## src/rtl/cfg_hdr_pkg.sv

```systemverilog
package cfg_hdr_pkg;

  localparam logic [7:0] SYNC_BYTE = 8'hFF;

  typedef enum logic [1:0] {
    ST_SCAN  = 2'd0,
    ST_FLUSH = 2'd1,
    ST_PASS  = 2'd2
  } xtr_state_e;

  // offset of the next length byte, from the current one and its value
  function automatic int next_len_pos(input int cur, input logic [7:0] len, input int gap);
    return cur + int'(len) + gap;
  endfunction

  function automatic logic is_sync_byte(input logic [7:0] b);
    return b == SYNC_BYTE;
  endfunction

endpackage

```

## src/rtl/cfg_hdr_walk.sv

```systemverilog
module cfg_hdr_walk
  import cfg_hdr_pkg::*;
#(
  parameter int POS_W      = 16,
  parameter int PREFIX_LEN = 15,
  parameter int NUM_FIELDS = 4,
  parameter int FIELD_GAP  = 3
) (
  input  logic             clk,
  input  logic             rst_n,
  input  logic             restart,
  input  logic             take,
  input  logic [7:0]       data,
  output logic [POS_W-1:0] pos,
  output logic             in_window
);

  localparam int FCW = $clog2(NUM_FIELDS + 1);

  logic [POS_W-1:0] target_q;
  logic [FCW-1:0]   fld_cnt_q;
  logic             hdr_done;
  logic             len_hit;

  assign hdr_done  = (fld_cnt_q == FCW'(NUM_FIELDS));
  assign len_hit   = take && !hdr_done && (pos == target_q);
  assign in_window = hdr_done && (pos >= target_q);

  always_ff @(posedge clk) begin
    if (!rst_n || restart) begin
      pos       <= '0;
      target_q  <= POS_W'(PREFIX_LEN);
      fld_cnt_q <= '0;
    end else if (take) begin
      pos <= pos + 1'b1;
      if (len_hit) begin
        target_q  <= POS_W'(next_len_pos(32'(pos), data, FIELD_GAP));
        fld_cnt_q <= fld_cnt_q + 1'b1;
      end
    end
  end


  prefix_skip_chk: assert property (@(posedge clk) disable iff (!rst_n)
    (take && (pos < POS_W'(PREFIX_LEN))) |-> !len_hit);


  fld_cnt_range_chk: assert property (@(posedge clk) disable iff (!rst_n)
    fld_cnt_q <= FCW'(NUM_FIELDS));

endmodule

```

## src/rtl/cfg_sync_find.sv

```systemverilog
module cfg_sync_find
  import cfg_hdr_pkg::*;
#(
  parameter int SYNC_LEN = 4
) (
  input  logic       clk,
  input  logic       rst_n,
  input  logic       restart,
  input  logic       take,
  input  logic [7:0] data,
  output logic       hit
);

  localparam int RUN_W = (SYNC_LEN > 1) ? $clog2(SYNC_LEN) : 1;

  logic [RUN_W-1:0] run_q;
  logic             is_ff;

  assign is_ff = is_sync_byte(data);
  assign hit   = take && is_ff && (run_q == RUN_W'(SYNC_LEN - 1));

  always_ff @(posedge clk) begin
    if (!rst_n || restart) begin
      run_q <= '0;
    end else if (take) begin
      if (!is_ff || hit) run_q <= '0;
      else               run_q <= run_q + 1'b1;
    end
  end


  run_reset_chk: assert property (@(posedge clk) disable iff (!rst_n)
    (take && !is_ff) |=> (run_q == '0));

endmodule

```

## src/rtl/cfg_payload_extract.sv

```systemverilog
module cfg_payload_extract
  import cfg_hdr_pkg::*;
#(
  parameter int POS_W      = 16,
  parameter int PREFIX_LEN = 15,
  parameter int NUM_FIELDS = 4,
  parameter int FIELD_GAP  = 3,
  parameter int SYNC_LEN   = 4
) (
  input  logic             clk,
  input  logic             rst_n,
  input  logic             in_valid,
  output logic             in_ready,
  input  logic [7:0]       in_data,
  input  logic             in_last,
  output logic             out_valid,
  input  logic             out_ready,
  output logic [7:0]       out_data,
  output logic             out_last,
  output logic             sync_err,
  output logic             offset_vld,
  output logic [POS_W-1:0] payload_offset
);

  localparam int FLW = $clog2(SYNC_LEN + 1);

  xtr_state_e       state_q;
  logic [FLW-1:0]   flush_cnt_q;
  logic             flush_last_q;

  logic             scan_take;
  logic             sync_take;
  logic             in_window;
  logic             hit;
  logic [POS_W-1:0] pos;
  logic             flush_fire;
  logic             flush_end;
  logic             pass_end;
  logic             restart;

  assign scan_take  = (state_q == ST_SCAN) && in_valid;
  assign sync_take  = scan_take && in_window;
  assign flush_fire = (state_q == ST_FLUSH) && out_ready;
  assign flush_end  = flush_fire && (flush_cnt_q == FLW'(1));
  assign pass_end   = (state_q == ST_PASS) && in_valid && out_ready && in_last;
  assign restart    = (scan_take && in_last && !hit) || (flush_end && flush_last_q) || pass_end;

  cfg_hdr_walk #(
    .POS_W(POS_W), .PREFIX_LEN(PREFIX_LEN), .NUM_FIELDS(NUM_FIELDS), .FIELD_GAP(FIELD_GAP)
  ) u_walk (
    .clk(clk), .rst_n(rst_n), .restart(restart), .take(scan_take),
    .data(in_data), .pos(pos), .in_window(in_window)
  );

  cfg_sync_find #(.SYNC_LEN(SYNC_LEN)) u_sync (
    .clk(clk), .rst_n(rst_n), .restart(restart), .take(sync_take),
    .data(in_data), .hit(hit)
  );

  always_comb begin
    in_ready  = 1'b1;
    out_valid = 1'b0;
    out_data  = '0;
    out_last  = 1'b0;
    unique case (state_q)
      ST_FLUSH: begin
        in_ready  = 1'b0;
        out_valid = 1'b1;
        out_data  = SYNC_BYTE;
        out_last  = flush_last_q && (flush_cnt_q == FLW'(1));
      end
      ST_PASS: begin
        in_ready  = out_ready;
        out_valid = in_valid;
        out_data  = in_data;
        out_last  = in_last;
      end
      default: ;
    endcase
  end

  always_ff @(posedge clk) begin
    if (!rst_n) begin
      state_q        <= ST_SCAN;
      flush_cnt_q    <= '0;
      flush_last_q   <= 1'b0;
      sync_err       <= 1'b0;
      offset_vld     <= 1'b0;
      payload_offset <= '0;
    end else begin
      unique case (state_q)
        ST_SCAN: if (scan_take) begin
          if (pos == '0) begin
            sync_err   <= 1'b0;
            offset_vld <= 1'b0;
          end
          if (hit) begin
            state_q        <= ST_FLUSH;
            flush_cnt_q    <= FLW'(SYNC_LEN);
            flush_last_q   <= in_last;
            payload_offset <= pos - POS_W'(SYNC_LEN - 1);
            offset_vld     <= 1'b1;
          end else if (in_last) begin
            sync_err <= 1'b1;
          end
        end
        ST_FLUSH: if (flush_fire) begin
          flush_cnt_q <= flush_cnt_q - 1'b1;
          if (flush_end) state_q <= flush_last_q ? ST_SCAN : ST_PASS;
        end
        ST_PASS: if (pass_end) state_q <= ST_SCAN;
        default: state_q <= ST_SCAN;
      endcase
    end
  end


  offset_src_chk: assert property (@(posedge clk) disable iff (!rst_n)
    $rose(offset_vld) |-> (out_valid && out_data == SYNC_BYTE));


  no_sync_chk: assert property (@(posedge clk) disable iff (!rst_n)
    sync_err |-> !offset_vld);


  flush_hold_chk: assert property (@(posedge clk) disable iff (!rst_n)
    (state_q == ST_FLUSH && !out_ready) |=> (out_valid && !in_ready && out_data == SYNC_BYTE));


  end_idle_chk: assert property (@(posedge clk) disable iff (!rst_n)
    (out_valid && out_ready && out_last) |=> !out_valid);

endmodule

```

## config.mk

```make
export PLATFORM = sky130hd
export DESIGN_NAME = cfg_payload_extract
export DESIGN_NICKNAME = d
export VERILOG_FILES = /design/src/rtl/cfg_hdr_pkg.sv /design/src/rtl/cfg_hdr_walk.sv /design/src/rtl/cfg_sync_find.sv /design/src/rtl/cfg_payload_extract.sv
export SDC_FILE = /design/constraint.sdc
export NUM_CORES = 1
export LEC_CHECK = 0
export BUFFER_PORTS_ARGS = -buffer_cell sky130_fd_sc_hd__buf_2
export CELL_PAD_IN_SITES_DETAIL_PLACEMENT = 0
export CELL_PAD_IN_SITES_GLOBAL_PLACEMENT = 2
export CORE_ASPECT_RATIO = 1.5
export CORE_MARGIN = 1
export CORE_UTILIZATION = 38
export CTS_CLUSTER_SIZE = 28
export DETAILED_ROUTE_END_ITERATION = 7
export GPL_TIMING_DRIVEN = 0
export PLACE_DENSITY_LB_ADDON = 0.1
export SLEW_MARGIN = 15
export SYNTH_ARGS = -nofsm -noshare
export SYNTH_HDL_FRONTEND = slang
export SYNTH_SLANG_ARGS = --single-unit
```

## constraint.sdc

```tcl
create_clock -name clk -period 5.6 [get_ports clk]
set_input_delay 0.56 -clock clk [delete_from_list [all_inputs] [get_ports clk]]
set_output_delay 0.56 -clock clk [all_outputs]
set_load 0.02 [all_outputs]
```

==> flow_summary_export.csv <==
group,metric,value,unit
clock_tree,cts.sinks,61,
clock_tree,cts_max_path_buffers,2,
global_routing,grt_pass1_vias,3461,
pwr,ir_worst_vdd,0.0001717,V
synthesis,yosys_warnings,0,
critical_path,path_class,"register to register",
global_routing,grt_pass1_wl,17.17,mm
sta,skew,0.006235,ns
sta,setup_tns,0,ns
final_layout,layout-drive-gt1-share,12.94,%
synthesis,ys_seq_elements,61,
final_layout,syn2layout_area_growth,16.68,%
sta,max_slew.worst_pin.slew,0.6651,ns
floorplanning,die_x,85.98,um
synthesis,syn-num-nets,564,
pwr,p_leak,2.009,nW
routing,drt_iter0_markers,91,
sta,fin_hold_ws,0.4452,ns
placed_design,portBuffers,40,
clock_tree,htree_levels,3,
sta,finalHoldViolations,0,
worst_hold_path,worstHoldPathCells,2,
routing,avgViaCountPerCell,5.001,
floorplanning,die_y,128.0,um
global_routing,antenna_found_initial,0,
worst_hold_path,worstHoldStart,"payload_offset[11]$_SDFFE_PN0P_",
job,maxCapViolations,0,
final_layout,fin_nets,615,
worst_hold_path,min_path_type,"register to register",
sta,worst_slack,2.750,ns
floorplanning,initial_core_util,39.45,%
synthesis,synth-edff-count,0,
critical_path,path_max_fanout,10,
pwr,powerDensity,224.0,mW/mm^2
global_routing,overflow,0,
routing,wl,10.18,mm
routing,ant_nets,0,
critical_path,crit_path_end_kind,"register",
clock_tree,root_buffer,"clkbuf_16",
routing,vias,3526,
run_status,outcome,"completed",
critical_path,cp_data_required_time,5.82,ns
clock_tree,cts_tree,"built",
synthesis,ys_types,55,
clock_tree,postCtsSetupRepairBufs,0,
floorplanning,rows,45,
final_layout,fin_util,46.03,%
placed_design,dpl.hpwl,8.063,mm
sta,final-max-slew-violation-count,0,
critical_path,rr_startpoint,"u_walk.pos[4]$_SDFFE_PP0P_",
clock_tree,cts_made_buffers,9,
global_routing,grt_max_degree,11,
critical_path,start_kind,"register",
synthesis,ys.flop_type,"dfxtp_1",
floorplanning,dieArea,0.01100,sq mm
final_layout,insertedDiodeCount,0,
pwr,p_total,0.001051,W
synthesis,avgSynthCellArea,7.914,sq um
sta,period_needed,2.850,ns
critical_path,r2r_cells,8,
clock_tree,path_clk_slew,0.05,ns
synthesis,syn_area,0.004020,sq mm
routing,firstDrtPassIters,6,
critical_path,crit_arrival,3.07,ns
clock_tree,ctsResizeCount,0,
sta,slew_headroom,55.32,%
routing,wire_per_inst,14.44,um
clock_tree,clock_latency,0.34,ns
synthesis,yosysSeqAreaShare,30.38,%
sta,setup_viol,0,
sta,clock.fmax,350.8,MHz
synthesis,async_flop_share,0,%
placed_design,gp_congestion,0.7781,
routing,drc,0,
placed_design,dp_slack,2.632,ns
floorplanning,io_pins,42,
clock_tree,ctsHoldBuffers,0,
critical_path,crit_path_start,"u_walk.pos[4]$_SDFFE_PP0P_",
synthesis,synthCells,508,
floorplanning,core,0.01019,sq mm
sta,rsz0062_at_grt,"no",
sta,fin_crit_sh,50.90,%
global_routing,grt.total_usage,20.33,%
-- worst max-delay path, stage by stage (launching register included) --
cell	delay, ns
dfxtp_1	0.52
ha_1	0.29
nand4_1	0.19
o221ai_1	0.20
a211oi_4	0.50
a311oi_4	0.22
o21ai_4	0.39
buf_2	0.32
nor2_1	0.08
-- path summary, 6_finish.rpt --
check / endpoint / slack [ns]
hold / removal: payload_offset[11]$_SDFFE_PN0P_ / 0.45
setup reg to reg: u_walk.pos[2]$_SDFFE_PP0P_ / 2.75
setup / recovery: u_walk.pos[2]$_SDFFE_PP0P_ / 2.75
hold reg to reg: payload_offset[11]$_SDFFE_PN0P_ / 0.45
-- layout by cell type (no fill, tap or decap), drive strengths merged, types with 16 or more instances in the layout --
cell     n
nand3   16
o21ai   16
xnor2   26
buf     51
inv     40
a21oi   34
nor2    73
ha      42
nand2   60
dfxtp   61
a211oi  18
clkbuf  26
-- through the flow --
| stage | cells | instance area [sq um] |
|---|---|---|
| 4_1_cts | 705 | 4691 |
| 6_report | 705 | 4691 |
| 5_1_grt | 705 | 4691 |
| 2_1_floorplan | 508 | 4020 |
| 3_3_place_gp | 689 | 4397 |
| 3_5_place_dp | 689 | 4397 |
-- logic make-up after synthesis --
family	Yosys count	synth area share, %
flops	61	30.38
mux	4	0.9960
simple gates	200	22.41
buf+inv	65	6.878
xor+xnor	39	8.497
fa+ha+maj	43	13.57
compound gates	96	17.27
-- state kept, by name, indices dropped and copies added (netlist names) --
name and cells:
sync_err 1, flush_cnt_q 3, payload_offset 16, u_walk.fld_cnt_q 3
flush_last_q 1, offset_vld 1, u_walk.pos 16, u_walk.target_q 16
state_q 2, u_sync.run_q 2
-- synthesized netlist by cell type (all sizes together), types with 2 or more instances --
cell	instances	area [sq um]
inv	40	150.1
xnor2	26	227.7
nand2b	3	18.77
nor2b	6	37.54
a31oi	2	12.51
dfxtp	61	1221
nor4	3	18.77
or2	3	18.77
buf	11	73.82
a211oi	18	157.7
a2bb2oi	2	17.52
o21ai	16	91.34
a311oi	2	52.55
a21oi	34	170.2
or3	4	25.02
nand3b	2	15.01
nand3	16	80.08
o21a	2	15.01
and2	2	12.51
ha	42	525.5
a211o	5	52.55
a21o	4	30.03
nor2	73	274.0
and3	3	18.77
nand4	9	56.30
xor2	13	113.9
and4	2	17.52
clkbuf	14	52.55
nor3	11	55.05
mux2i	4	40.04
nand2	60	225.2
-- layout make-up --
cell class / instances / area [sq um]
fillers: 1061 / 5500
plain buffers: 25 / 126.4
multi-input cells: 382 / 2522
repair buffers: 40 / 200.2
flip-flops and latches: 61 / 1221
clock buffers: 12 / 246.5
clock inverters: 4 / 47.55
inverters: 40 / 150.1
well taps: 141 / 176.4
-- layer usage --
metal	share of wire (%)	vias up	GRT usage, %
met4	2.6	0	9.608
li1	-	1841	-
met5	0	-	0
met2	52	46	36.46
met3	2.6	16	3.284
met1	43	1623	23.16
-- power by group --
part	switching (W)	leakage (nW)	internal, W	total, W
Clock	0.000198	0.143	0.000355	0.000553
Combinational	0.0000387	1.38	0.0000221	0.0000608
Sequential	0.00000175	0.492	0.000436	0.000438
Total	0.000238	2.01	0.000813	0.00105
No activity file was read; power rests on OpenSTA's default activity.
